$ cat src/rtl/swcmd_pkg.sv
package swcmd_pkg;
  localparam int ADDR_W     = 15;
  localparam int PREFIX_LEN = 5;
  localparam int STEP_W     = $clog2(PREFIX_LEN + 1);

  localparam logic [ADDR_W-1:0] STORE_ADDR  = 15'h0FC0;
  localparam logic [ADDR_W-1:0] RECALL_ADDR = 15'h0C63;

  typedef enum logic [1:0] {
    CMD_NONE   = 2'd0,
    CMD_STORE  = 2'd1,
    CMD_RECALL = 2'd2
  } cmd_e;

  function automatic logic [ADDR_W-1:0] prefix_addr(input int unsigned idx);
    case (idx)
      0:       return 15'h0E38;
      1:       return 15'h31C7;
      2:       return 15'h03E0;
      3:       return 15'h3C1F;
      default: return 15'h303F;
    endcase
  endfunction
endpackage

$ cat src/rtl/swcmd_sync.sv
module swcmd_sync #(
  parameter int              WIDTH   = 1,
  parameter int              STAGES  = 2,
  parameter logic [WIDTH-1:0] RST_VAL = '0
) (
  input  logic             clk_i,
  input  logic             rst_ni,
  input  logic [WIDTH-1:0] d_i,
  output logic [WIDTH-1:0] q_o
);
  logic [WIDTH-1:0] pipe_q [STAGES];

  always_ff @(posedge clk_i or negedge rst_ni) begin
    if (!rst_ni) begin
      for (int i = 0; i < STAGES; i++) pipe_q[i] <= RST_VAL;
    end else begin
      pipe_q[0] <= d_i;
      for (int i = 1; i < STAGES; i++) pipe_q[i] <= pipe_q[i-1];
    end
  end

  assign q_o = pipe_q[STAGES-1];
endmodule

$ cat src/rtl/swcmd_access_detect.sv
module swcmd_access_detect #(
  parameter int ADDR_W = 15
) (
  input  logic              clk_i,
  input  logic              rst_ni,
  input  logic              ce_n_s_i,
  input  logic              oe_n_s_i,
  input  logic              we_n_s_i,
  input  logic [ADDR_W-1:0] addr_s_i,
  output logic              acc_valid_o,
  output logic              acc_write_o,
  output logic [ADDR_W-1:0] acc_addr_o
);
  logic ce_q, oe_q, we_q, wr_flag_q;
  logic ce_rise, oe_rise, we_rise;

  always_ff @(posedge clk_i or negedge rst_ni) begin
    if (!rst_ni) begin
      ce_q      <= 1'b1;
      oe_q      <= 1'b1;
      we_q      <= 1'b1;
      wr_flag_q <= 1'b0;
    end else begin
      ce_q      <= ce_n_s_i;
      oe_q      <= oe_n_s_i;
      we_q      <= we_n_s_i;
      wr_flag_q <= acc_valid_o ? 1'b0 : (wr_flag_q | (~ce_n_s_i & ~we_n_s_i));
    end
  end

  // access ends on deassertion of its controlling strobe
  assign ce_rise = ce_n_s_i & ~ce_q;
  assign oe_rise = ~ce_n_s_i & ~ce_q & oe_n_s_i & ~oe_q;
  assign we_rise = ~ce_n_s_i & ~ce_q & we_n_s_i & ~we_q;

  assign acc_valid_o = ce_rise | oe_rise | we_rise;
  assign acc_write_o = wr_flag_q | (~ce_q & ~we_q);
  assign acc_addr_o  = addr_s_i;
endmodule

$ cat src/rtl/swcmd_key_matcher.sv
module swcmd_key_matcher
  import swcmd_pkg::*;
(
  input  logic              clk_i,
  input  logic              rst_ni,
  input  logic              busy_i,
  input  logic              acc_valid_i,
  input  logic              acc_write_i,
  input  logic [ADDR_W-1:0] acc_addr_i,
  output logic [STEP_W-1:0] step_o,
  output logic              store_o,
  output logic              recall_o
);
  logic [STEP_W-1:0] step_q, step_d;
  logic              store_d, recall_d, store_q, recall_q;
  logic              hit_first;

  assign hit_first = (acc_addr_i == prefix_addr(0));

  always_comb begin
    step_d   = step_q;
    store_d  = 1'b0;
    recall_d = 1'b0;
    if (busy_i) begin
      step_d = '0;
    end else if (acc_valid_i) begin
      if (acc_write_i) begin
        step_d = '0;
      end else if (step_q < STEP_W'(PREFIX_LEN)) begin
        if (acc_addr_i == prefix_addr(32'(step_q))) step_d = step_q + 1'b1;
        else                                         step_d = hit_first ? STEP_W'(1) : '0;
      end else begin
        step_d = hit_first ? STEP_W'(1) : '0;
        if (acc_addr_i == STORE_ADDR) begin
          store_d = 1'b1;
          step_d  = '0;
        end else if (acc_addr_i == RECALL_ADDR) begin
          recall_d = 1'b1;
          step_d   = '0;
        end
      end
    end
  end

  always_ff @(posedge clk_i or negedge rst_ni) begin
    if (!rst_ni) begin
      step_q   <= '0;
      store_q  <= 1'b0;
      recall_q <= 1'b0;
    end else begin
      step_q   <= step_d;
      store_q  <= store_d;
      recall_q <= recall_d;
    end
  end

  assign step_o   = step_q;
  assign store_o  = store_q;
  assign recall_o = recall_q;
endmodule

$ cat src/rtl/swcmd_seq_detect.sv
module swcmd_seq_detect
  import swcmd_pkg::*;
#(
  parameter int SYNC_STAGES = 2
) (
  input  logic              clk_i,
  input  logic              rst_ni,
  input  logic [ADDR_W-1:0] addr_i,
  input  logic              ce_ni,
  input  logic              oe_ni,
  input  logic              we_ni,
  input  logic              busy_i,
  output logic              store_req_o,
  output logic              recall_req_o
);
  localparam int BUS_W = ADDR_W + 3;

  logic [BUS_W-1:0]  bus_s;
  logic              acc_valid, acc_write;
  logic [ADDR_W-1:0] acc_addr;
  logic [STEP_W-1:0] step;

  // address travels with the strobes so it is sampled at the same point
  swcmd_sync #(
    .WIDTH  (BUS_W),
    .STAGES (SYNC_STAGES),
    .RST_VAL({{ADDR_W{1'b0}}, 3'b111})
  ) u_sync (
    .clk_i (clk_i),
    .rst_ni(rst_ni),
    .d_i   ({addr_i, ce_ni, oe_ni, we_ni}),
    .q_o   (bus_s)
  );

  swcmd_access_detect #(.ADDR_W(ADDR_W)) u_acc (
    .clk_i      (clk_i),
    .rst_ni     (rst_ni),
    .ce_n_s_i   (bus_s[2]),
    .oe_n_s_i   (bus_s[1]),
    .we_n_s_i   (bus_s[0]),
    .addr_s_i   (bus_s[BUS_W-1:3]),
    .acc_valid_o(acc_valid),
    .acc_write_o(acc_write),
    .acc_addr_o (acc_addr)
  );

  swcmd_key_matcher u_match (
    .clk_i      (clk_i),
    .rst_ni     (rst_ni),
    .busy_i     (busy_i),
    .acc_valid_i(acc_valid),
    .acc_write_i(acc_write),
    .acc_addr_i (acc_addr),
    .step_o     (step),
    .store_o    (store_req_o),
    .recall_o   (recall_req_o)
  );
endmodule

$ cat config.mk
export PLATFORM = sky130hd
export DESIGN_NAME = swcmd_seq_detect
export DESIGN_NICKNAME = d
export VERILOG_FILES = /design/src/rtl/swcmd_pkg.sv /design/src/rtl/swcmd_sync.sv /design/src/rtl/swcmd_access_detect.sv /design/src/rtl/swcmd_key_matcher.sv /design/src/rtl/swcmd_seq_detect.sv
export SDC_FILE = /design/constraint.sdc
export NUM_CORES = 1
export LEC_CHECK = 0
export BUFFER_PORTS_ARGS = -buffer_cell sky130_fd_sc_hd__buf_2
export CAP_MARGIN = 30
export CORE_ASPECT_RATIO = 0.75
export CORE_MARGIN = 4
export CORE_UTILIZATION = 57
export CTS_BUF_LIST = sky130_fd_sc_hd__clkbuf_8
export DETAILED_ROUTE_END_ITERATION = 16
export PLACE_DENSITY = 0.8
export SLEW_MARGIN = 20
export SYNTH_ARGS = -nofsm -noshare
export SYNTH_HDL_FRONTEND = slang
export SYNTH_SLANG_ARGS = --single-unit
$ cat constraint.sdc
create_clock -name clk_i -period 2.9 [get_ports clk_i]
set_clock_uncertainty 0.15 [all_clocks]
set_input_delay 0.145 -clock clk_i [delete_from_list [all_inputs] [get_ports clk_i]]
set_output_delay 0.145 -clock clk_i [all_outputs]
set_load 0.1 [all_outputs]
# Yosys cells after proc, flatten, opt, wreduce, memory -nomap -nowiden
# Cells that the tools add are included.
# Widths: inputs -> output; s select.
# word_totals
elab_cells	62
reg_bits	45
# op_classes
mux	25
reduce_logical	2
order_cmp	1
bitwise_logic	17
n_addsub	1
eq_ne	7
# op_table
cell	count
$mux 15	4
$pmux 14 s4	1
$eq 15x12->1 const B	3
$mux 3	7
$eq 15x15->1	1
$mux 1	13
$and 1x1->1	8
$eq 3x2->1 const B	2
$not 1->1	5
$or 1x1->1	4
$add 3x1->3 const B	1
$eq 3x1->1 const B	1
$logic_not 3->1	1
$lt 3x3->1 const B	1
$reduce_bool 2->1	1

# Logic depth before layout (Yosys ltp)
# Gate-level depths: netlist of the first run.
# depth
word_depth	14
depth_mapped	7

# By module
# Synthesis of the first run repeated with hierarchy kept, for this count alone.
# hier_totals
cells_unflattened	142
hier_area_um2	1873.0
# by_module_without_submodules
mod	area_per_inst_um2	cells_each	n_inst
swcmd_sync	1043.5	54	1
swcmd_key_matcher	559.3	60	1
swcmd_access_detect	270.3	28	1

# Worst setup path before layout of the first run
# No wires, ideal clock.
# synth_timing
path_kind	register to register
start	register u_match.step_q[0], in the netlist u_match.step_o[0]
end	register u_match.step_q[0], in the netlist u_match.step_o[0]
t_arrival_ns	1.933
period_less_slack_ns	2.170
slack_ns	0.730
required_ns	2.663
stages_incl_launch_ff	7
path_cell_list	dfrtp_1 > ha_1 > ha_1 > nor4b_1 > o22ai_1 > or4_4 > o211ai_1
# synth_between
elab_chain_len	12
word_cells_on_any_way	17
cone_classes	add/sub: 1; order compare: 1; eq/ne: 4; mux: 10; reduce/logical: 1
# synth_lines
element	line_no	text
start, declared	swcmd_key_matcher.sv:14	logic [STEP_W-1:0] step_q, step_d;
start signal, assigned	swcmd_key_matcher.sv:51	step_q <= step_d;
$eq 3x2->1 (tied with other cells)	swcmd_pkg.sv:16	case (idx)
$pmux 14 s4	swcmd_pkg.sv:16	
$mux 15	swcmd_key_matcher.sv:29	end else if (step_q < STEP_W'(PREFIX_LEN)) begin
$mux 15	swcmd_key_matcher.sv:27	if (acc_write_i) begin
$mux 15	swcmd_key_matcher.sv:26	end else if (acc_valid_i) begin
$mux 15	swcmd_key_matcher.sv:24	if (busy_i) begin
$eq 15x15->1	swcmd_key_matcher.sv:30	if (acc_addr_i == prefix_addr(32'(step_q))) step_d = step_q + 1'b1;
$mux 3	swcmd_key_matcher.sv:30	
$mux 3 *	swcmd_key_matcher.sv:29	
$mux 3 *	swcmd_key_matcher.sv:27	
$mux 3 *	swcmd_key_matcher.sv:26	
$mux 3 *	swcmd_key_matcher.sv:24	
# Every way passes the cells marked *; elsewhere a longest branch is shown, timed or not. The select of a mux whose other input is x is not followed.
# A chain may end at the register's enable or synchronous reset.

# Final worst setup path of the first run
# Ends and elaborated chain as after synthesis.

==> impl_metrics.env, run 1 <==
export IMPL_first_pass_iters=4
export IMPL_grt_pass1_vias=1092
export IMPL_syn_nets=130
export IMPL_worstPathArrival_ns=2.55
export IMPL_synthCells=104
export IMPL_p_leak_nw=0.879
export IMPL_fmax_ghz=0.402
export IMPL_synth_area_per_cell_um2=14.8
export IMPL_wirelength_mm=3.11
export IMPL_min_period_ns=2.49
export IMPL_nNetsFinal=179
export IMPL_grt_overflow=0
export IMPL_antenna_found_initial=0
export IMPL_cts_buffers=5
export IMPL_coreArea_mm2=0.00260
export IMPL_worstPathCellList="inv_1 > ha_1 > o21bai_1 > nor4b_1 > o21ai_0 > or4_4 > o211ai_1"
export IMPL_crit_path_max_fanout=8
export IMPL_setup_viol=0
export IMPL_drc=0
export IMPL_cts_root_buffer="clkbuf_8"
export IMPL_synth_seq_area_share=0.740
export IMPL_antennaDiodeCount=0
export IMPL_yosysTopAreaCellShare=0.586
export IMPL_synth_top_area_cell="dfrtp_1"
export IMPL_tightest_slew_ns=0.477
export IMPL_row_count=16
export IMPL_synth_edf_count=0
export IMPL_htree_num_levels=2
export IMPL_drive_gt1_frac=0.279
export IMPL_grt_max_degree=46
export IMPL_status="finished, final reports clean"
export IMPL_cts_sinks=45
export IMPL_start_util=0.591
export IMPL_place_worst_setup_slack_ns=0.487
export IMPL_clockBufferDepth=2
export IMPL_yosys_top_cells_area="dfrtp_1, dfstp_2, ha_1, nor4b_1, nand2_1"
export IMPL_slowest_delay_ns=0.51
export IMPL_dieArea_mm2=0.00360
export IMPL_drt_initial_drc_count=62
export IMPL_post_drt_wl_per_cell_um=16.4
export IMPL_nFillCells=148
export IMPL_r2r_start="u_match.step_o[0]"
export IMPL_gp_congestion=0.857
export IMPL_netlist_area_mm2=0.00154
export IMPL_power_w=0.00116
export IMPL_fin_cells=190
export IMPL_dp_cells=162
export IMPL_dpl_instance_area_mm2=0.00169
export IMPL_slew_viol_final=0
export IMPL_min_path_type="in -> reg"
export IMPL_cp_end_kind="flip-flop"
export IMPL_area_delta_synth_final_pct=30.8
export IMPL_postCtsSetupRepairBufs=0
export IMPL_die_h_um=53.0
export IMPL_crit_type="reg -> reg"
export IMPL_via_count=1005
export IMPL_synth_seq_cells=45
export IMPL_crit_required_ns=2.96
export IMPL_rsz0062_at_grt="false"
export IMPL_clk_pin_slew_ns=0.08
export IMPL_clk_latency_ns=0.30
export IMPL_min_period_over_period=0.858
export IMPL_finalHoldViolations=0
export IMPL_drv_cap=0
export IMPL_synth_distinct_cells=31
export IMPL_antenna_left=0
export IMPL_ctsResizeCount=0
export IMPL_slowest_stage="dfrtp_1"
export IMPL_pin_count=23
export IMPL_postLayoutCellArea_mm2=0.00201
export IMPL_setup_ws_ns=0.412
export IMPL_critical_path_buf_inv_count=1
export IMPL_async_flop_share=1.00
export IMPL_setup_tns_ns=0
export IMPL_ys_warn_count=0
export IMPL_post_synth_top_count_cell="dfrtp_1"
export IMPL_ir_worst_vdd_uv=432
export IMPL_dp_hpwl_mm=1.64
export IMPL_portBuffers=22
export IMPL_crit_start="u_match.step_o[0]"
export IMPL_synth_common_cells="dfrtp_1, dfstp_2, nand2_1, nor2_1"
export IMPL_relSlewSlack=0.682
export IMPL_cts_tree="yes"
export IMPL_ctsHoldBuffers=19
export IMPL_die_width_um=68.0
export IMPL_power_density_mw_per_mm2=576
export IMPL_hold_start="busy_i"
export IMPL_grt_pass1_wl_mm=5.26
export IMPL_grt_use_total=0.214
export IMPL_crit_family="simple AND/OR/NAND/NOR gates"
export IMPL_ys_flop_type="dfrtp_1"
export IMPL_startpoint_type="flip-flop"
export IMPL_avgViaCountPerCell=5.29
## per-layer routing
layer / GRT usage / vias to the layer above / routed length, um
met5: 0 / - / 0
met4: 0.0891 / 0 / 66
met3: 0.0658 / 8 / 208
met2: 0.336 / 47 / 1610
met1: 0.277 / 487 / 1230
li1: - / 463 / -
## where the power goes
group,leakage [nW],total [W],switching [W],internal [W]
logic,0.300,0.0000676,0.0000283,0.0000393
registers,0.527,0.000678,0.0000169,0.000661
clock network,0.0518,0.000412,0.000214,0.000198
total,0.879,0.00116,0.000259,0.000898
## placed cells by master (no fill, tap or decap), drive strengths merged, types with 2 or more instances in the layout
cell type,n
o21ai,3
nor3,3
inv,6
clkbuf,6
o211ai,2
dfrtp,36
nand2,6
nand3b,2
dlygate4sd3,19
nand3,2
dfstp,9
nor4,3
ha,5
nor4b,3
nor2,6
or4,2
buf,23
or3b,2
nor2b,2
## cells by family after synthesis
kind of cell    synth area share
buf+inv                   0.0122
fa+ha+maj                 0.0407
mux                      0.00651
flops                      0.740
xor+xnor                 0.00570
compound gates            0.0667
simple gates               0.129
## registers in the layout, summed over array words and instances (netlist names)
name	cells
u_match.recall_o	1
u_acc.oe_q	1
u_acc.we_q	1
u_sync.q_o	18
u_sync.pipe_q	18
u_acc.wr_flag_q	1
u_acc.ce_q	1
u_match.store_o	1
u_match.step_o	3
## worst register-to-register path: stages (launching register included)
cell and delay [ns]:
dfrtp_1 0.51, inv_1 0.14, ha_1 0.21, o21bai_1 0.28
nor4b_1 0.27, o21ai_0 0.17, or4_4 0.51, o211ai_1 0.17
## per-stage QoR
step                      utilization  hold slack (ns)
final                           0.773            0.104
after global routing            0.773            0.111
after CTS                       0.762           0.0964
after detailed placement        0.650            0.101
after global placement          0.650           0.0993
after floorplan                     -           -0.301
## final timing paths
path,end,slack (ns),cells past startpoint
worst max register to register,u_match.step_o[0],0.41,7
min in group asynchronous,u_sync.pipe_q[34],0.23,2
worst max-delay path,u_match.step_o[0],0.41,7
worst min-delay path,u_match.step_o[1],0.10,4
worst min register to register,u_sync.q_o[8],0.20,0
max in group asynchronous,u_sync.pipe_q[18],1.82,3
## layout make-up
type / instances / area [um2] / share of cell area
Tap cell: 36 / 45.0 / 0.0224
Timing Repair Buffer: 42 / 328 / 0.163
Sequential cell: 45 / 1140 / 0.566
Clock inverter: 2 / 17.5 / 0.00871
Inverter: 5 / 18.8 / 0.00933
Multi-Input combinational cell: 54 / 382 / 0.190
Clock buffer: 6 / 82.6 / 0.0411
No activity file was read; power rests on OpenSTA's default activity.
==> inputs of run 2 (changes only) <==
Settings changed: ABC_AREA from default to 1, CORE_ASPECT_RATIO 0.75 to 1.4, CORE_UTILIZATION 57 to 58, GPL_ROUTABILITY_DRIVEN from default to 0.
==> impl_metrics.env, run 2 <==
export IMPL_die_h_um=71.2
export IMPL_synth_seq_cells=45
export IMPL_yosys_top_cells_area="dfrtp_1, dfstp_2, nand2_1, nor2_1, ha_1"
export IMPL_fmax_ghz=0.511
export IMPL_cpMostUsedCell="nand2_1"
export IMPL_p_leak_nw=1.01
export IMPL_min_path_type="in -> async"
export IMPL_clockBufferDepth=2
export IMPL_p_seq_frac=0.598
export IMPL_power_density_mw_per_mm2=536
export IMPL_fin_cells=237
export IMPL_grt_pass1_vias=1289
export IMPL_drv_cap=0
export IMPL_yosysTopAreaCellShare=0.544
export IMPL_slew_viol_final=0
export IMPL_critical_path_buf_inv_count=0
export IMPL_clk_pin_slew_ns=0.08
export IMPL_crit_family="simple AND/OR/NAND/NOR gates"
export IMPL_power_frac_clock=0.334
export IMPL_rsz0062_at_grt="false"
export IMPL_worstPathCellList="ha_1 > ha_1 > a21oi_4 > nand2_1 > nand2_1 > nand3_2 > nor3_2 > nand4_1 > nand2_1"
export IMPL_syn_nets=175
export IMPL_avgViaCountPerCell=5.09
export IMPL_first_pass_iters=4
export IMPL_switchingPower_w=0.000250
export IMPL_nFillCells=164
export IMPL_pin_count=23
export IMPL_startpoint_type="flip-flop"
export IMPL_die_width_um=53.2
export IMPL_cp_end_kind="flip-flop"
export IMPL_grt_use_total=0.218
export IMPL_p_int_w=0.000888
export IMPL_setup_ws_ns=0.942
export IMPL_dp_cells=207
export IMPL_crit_start="u_match.step_o[0]"
export IMPL_relSlewSlack=0.679
export IMPL_post_synth_top_count_cell="dfrtp_1"
export IMPL_final_cell_mix="dfrtp_1, nor2_1, nand2_1, buf_2, dlygate4sd3_1"
export IMPL_r2r_start="u_match.step_o[0]"
export IMPL_worstPathArrival_ns=2.04
export IMPL_crit_cells=9
export IMPL_start_util=0.620
export IMPL_dpl_instance_area_mm2=0.00181
export IMPL_ir_worst_vdd_uv=590
export IMPL_synth_distinct_cells=22
export IMPL_synth_seq_area_share=0.687
export IMPL_synth_area_per_cell_um2=11.1
export IMPL_cts_root_buffer="clkbuf_8"
export IMPL_min_period_over_period=0.675
export IMPL_grt_pass1_wl_mm=5.78
export IMPL_dieArea_mm2=0.00379
export IMPL_area_delta_synth_final_pct=28.2
export IMPL_wirelength_mm=3.70
export IMPL_netlist_area_mm2=0.00166
export IMPL_final_common_cell="dfrtp_1"
export IMPL_grt_overflow=0
export IMPL_slowest_delay_ns=0.46
export IMPL_clk_latency_ns=0.29
export IMPL_dp_hpwl_mm=1.98
export IMPL_row_count=22
export IMPL_coreArea_mm2=0.00267
export IMPL_antenna_left=0
export IMPL_drt_initial_drc_count=70
export IMPL_antenna_found_initial=1
export IMPL_pwr_share_comb=0.069
export IMPL_post_drt_wl_per_cell_um=15.6
export IMPL_swShare=0.220
export IMPL_postLayoutCellArea_mm2=0.00212
export IMPL_slowest_stage="dfrtp_1"
export IMPL_min_period_ns=1.96
export IMPL_synthCells=149
export IMPL_rr_worst_depth=9
export IMPL_cts_tree="yes"
export IMPL_crit_required_ns=2.98
export IMPL_synth_top_area_cell="dfrtp_1"
export IMPL_grt_max_degree=46
export IMPL_place_worst_setup_slack_ns=0.947
export IMPL_portBuffers=22
export IMPL_synth_edf_count=0
export IMPL_ys_flop_type="dfrtp_1"
export IMPL_drive_gt1_frac=0.235
export IMPL_ys_warn_count=0
export IMPL_ctsResizeCount=0
export IMPL_cts_buffers=5
export IMPL_nNetsFinal=225
export IMPL_drc=0
export IMPL_status="finished, final reports clean"
export IMPL_cts_sinks=45
export IMPL_crit_path_max_fanout=6
export IMPL_async_flop_share=1.00
export IMPL_setup_tns_ns=0
export IMPL_synth_common_cells="dfrtp_1, nand2_1, nor2_1"
export IMPL_crit_type="reg -> reg"
export IMPL_tightest_slew_ns=0.486
export IMPL_finalHoldViolations=0
export IMPL_htree_num_levels=2
export IMPL_setup_viol=0
export IMPL_via_count=1207
==> run 2: changes by cell type after synthesis, sizes merged, moves of 3 or more <==
cell,previous run,this run
inv,5,14
nand2,6,27
nor4b,3,0
nand3,2,12
nor2,6,27
nand4,0,4
==> run 2: metal layers <==
layer  wire length, um  up-vias  track usage  share of wire
li1                  -      575            -              -
met1              1330      581        0.250           0.36
met2              2080       43        0.376           0.56
met3               172        8       0.0541          0.046
met4               119        0       0.0966          0.032
met5                 0        -            0              0
==> run 2: final cells by class <==
| class | instances | area, um2 | area share |
|---|---|---|---|
| inverter | 14 | 52.6 | 0.0247 |
| clock buffer | 6 | 82.6 | 0.0389 |
| clock inverter | 2 | 7.51 | 0.00353 |
| sequential | 45 | 1140 | 0.535 |
| multi-input combinational | 90 | 467 | 0.220 |
| antenna | 1 | 2.50 | 0.00118 |
| timing repair buffer | 43 | 330 | 0.155 |
| tap | 36 | 45.0 | 0.0212 |
==> run 2: final timing paths <==
check / endpoint / slack (ns)
hold / removal: u_sync.q_o[10] / 0.19
setup / recovery: u_match.step_o[1] / 0.94
setup reg to reg: u_match.step_o[1] / 0.94
min in group clk_i: u_sync.q_o[14] / 0.20
max in group asynchronous: u_sync.pipe_q[19] / 1.87
hold reg to reg: u_sync.q_o[14] / 0.20
==> run 2: cell families after synthesis <==
family / share of synthesized area
AOI/OAI and AO/OA: 0.0370
adders and majority gates: 0.0378
buffers and inverters: 0.0317
DFF: 0.687
and+or+nand+nor: 0.207
==> run 2: worst reg2reg max path, cell delays in order (launching register included) <==
cell and delay [ns]:
dfrtp_1 0.46, ha_1 0.25, ha_1 0.22, a21oi_4 0.15, nand2_1 0.07, nand2_1 0.08
nand3_2 0.11, nor3_2 0.23, nand4_1 0.12, nand2_1 0.07
==> run 2: metrics by stage <==
stage | hold slack, ns | total power (W) | util
6_report | 0.193 | 0.00114 | 0.796
5_1_grt | 0.215 | 0.00119 | 0.796
4_1_cts | 0.197 | 0.00112 | 0.787
3_5_place_dp | 0.101 | 0.000739 | 0.679
3_3_place_gp | 0.100 | 0.000734 | 0.679
2_1_floorplan | -0.301 | 0.000706 | -
==> run 2: power by group through the flow <==
stage | registers, W | logic, W | clock network (W)
after floorplan | 0.000684 | 0.0000215 | 0
after global placement | 0.000686 | 0.0000479 | 0
after detailed placement | 0.000689 | 0.0000503 | 0
after CTS | 0.000677 | 0.0000706 | 0.000370
after global routing | 0.000684 | 0.0000880 | 0.000417
final | 0.000680 | 0.0000781 | 0.000380
==> run 2: what timing repair did <==
action | CTS | global route
buffers inserted | 0 | 0
endpoints found under the hold margin | 55 | 0
hold buffers | 20 | 0
==> inputs of run 3 (changes only) <==
Clock period 2.9 ns to 1.85 ns, I/O delays scaled along.
==> impl_metrics.env, run 3 (synthesis gave the netlist of run 2 again) <==
export IMPL_tightest_slew_ns=0.505
export IMPL_min_period_over_period=0.989
export IMPL_htree_num_levels=2
export IMPL_portBuffers=22
export IMPL_dpl_instance_area_mm2=0.00182
export IMPL_grt_met3_usage=0.0790
export IMPL_rr_worst_depth=10
export IMPL_cts_root_buffer="clkbuf_8"
export IMPL_antenna_left=0
export IMPL_p_leak_nw=1.00
export IMPL_ir_worst_vdd_uv=898
export IMPL_setup_viol=0
export IMPL_cts_buffers=5
export IMPL_min_period_ns=1.83
export IMPL_r2r_setup_slack_ns=0.02
export IMPL_setup_ws_ns=0.0209
export IMPL_area_delta_synth_final_pct=30.4
export IMPL_cts_tree="yes"
export IMPL_min_path_type="reg -> reg"
export IMPL_power_density_mw_per_mm2=811
export IMPL_drt_initial_drc_count=26
export IMPL_status="finished, final reports clean"
export IMPL_final_cell_mix="dfrtp_1, nand2_1, nor2_1, buf_2, dlygate4sd3_1"
export IMPL_relSlewSlack=0.663
export IMPL_grt_use_total=0.211
export IMPL_clk_latency_ns=0.29
export IMPL_cp_end_kind="flip-flop"
export IMPL_avgViaCountPerCell=5.11
export IMPL_reg2reg_to="u_match.step_o[0]"
export IMPL_place_worst_setup_slack_ns=-0.0723
export IMPL_final_common_cell="dfrtp_1"
export IMPL_crit_path_max_fanout=5
export IMPL_grt_overflow=0
export IMPL_rsz0062_at_grt="true"
export IMPL_hold_end="u_sync.q_o[14]"
export IMPL_post_route_util=0.809
export IMPL_crit_required_ns=1.89
export IMPL_die_width_um=53.2
export IMPL_antenna_found_initial=0
export IMPL_drive_gt1_frac=0.299
export IMPL_grt_pass1_wl_mm=5.51
export IMPL_clockBufferDepth=2
export IMPL_slew_viol_final=0
export IMPL_nNetsFinal=227
export IMPL_wirelength_mm=3.25
export IMPL_dieArea_mm2=0.00379
export IMPL_top_usage_layer="met2"
export IMPL_holdPathStages=0
export IMPL_start_util=0.620
export IMPL_grtUsageMet1=0.224
export IMPL_postLayoutCellArea_mm2=0.00216
export IMPL_clk_pin_slew_ns=0.07
export IMPL_row_count=22
export IMPL_fmax_ghz=0.547
export IMPL_drc=0
export IMPL_dp_hpwl_mm=1.92
export IMPL_pin_count=23
export IMPL_nFillCells=155
export IMPL_startpoint_type="flip-flop"
export IMPL_antennaDiodeCount=0
export IMPL_via_count=1210
export IMPL_hold_start="u_sync.pipe_q[32]"
export IMPL_finalHoldViolations=0
export IMPL_crit_type="reg -> reg"
export IMPL_die_h_um=71.2
export IMPL_drv_cap=0
export IMPL_cts_sinks=45
export IMPL_grt_max_degree=46
export IMPL_worstPathArrival_ns=1.87
export IMPL_met2_usage=0.336
export IMPL_post_drt_wl_per_cell_um=13.7
export IMPL_r2r_start="u_match.step_o[0]"
export IMPL_first_pass_iters=4
export IMPL_grt_pass1_vias=1316
export IMPL_coreArea_mm2=0.00267
## run 3: cell types whose count changed in the layout (fill, tap and decap cells not counted), moves of 2 or more
cell,delta
inv_1,-2
ha_1,-4
buf_4,+3
nor2_2,+2
nor2_1,-3
dfrtp_2,+2
dfrtp_1,-2
ha_2,+3
## run 3: critical path, cell delays in order (launching register included)
cell,delay (ns)
dfrtp_2,0.44
ha_2,0.21
ha_4,0.17
a21oi_4,0.13
nand2_1,0.08
nand2_1,0.09
nand3_2,0.11
o21bai_1,0.14
nand3_1,0.09
nand2_1,0.06
nand2_1,0.04
## run 3: worst max path at each step
stage / start / endpoint / slack, ns / cells past startpoint
after floorplan: u_match.step_o[0] / u_match.step_o[0] / 0.12 / 10
after global placement: u_match.step_o[0] / u_match.step_o[1] / 0.06 / 9
after detailed placement: u_match.step_o[0] / u_match.step_o[0] / -0.07 / 11
after CTS: u_match.step_o[1] / u_match.step_o[0] / 0.01 / 11
after global routing: u_match.step_o[0] / u_match.step_o[0] / -0.1 / 11
final: u_match.step_o[0] / u_match.step_o[0] / 0.02 / 10
## run 3: report_power, final
group | switching, W | internal [W] | leakage (nW)
sequential | 0.0000254 | 0.00104 | 0.523
clock | 0.000282 | 0.000290 | 0.0485
combinational | 0.0000584 | 0.0000584 | 0.428
## run 3: final cells by class
cell class | count | area (um2) | share of cell area
Sequential cell | 45 | 1140 | 0.528
Tap cell | 36 | 45.0 | 0.0209
Clock inverter | 1 | 3.75 | 0.00174
Clock buffer | 6 | 82.6 | 0.0382
Multi-Input combinational cell | 90 | 503 | 0.233
Timing Repair Buffer | 45 | 333 | 0.154
Inverter | 14 | 52.6 | 0.0243
## run 3: repair_timing
item,4_1_cts,5_1_grt
pin swaps,1,7
endpoints found under the setup margin,3,3
hold buffers,20,0
buffers inserted,1,1
gates resized for setup,3,11
hold endpoints to repair,57,0
## run 3: per-layer routing
metal  share of wire  vias to the layer above
met1            0.37                      581
met4           0.036                        0
met2            0.53                       40
met5               0                        -
li1                -                      576
met3           0.058                       13
## run 3: metrics by stage
step	hold slack (ns)	power, W	cells	TNS [ns]
floorplan	-0.353	0.00111	149	0
global placement	0.0196	0.00115	208	0
detailed placement	0.0288	0.00116	208	-0.0986
CTS	0.196	0.00176	236	0
global route	0.203	0.00185	237	-0.235
finish	0.194	0.00175	237	0
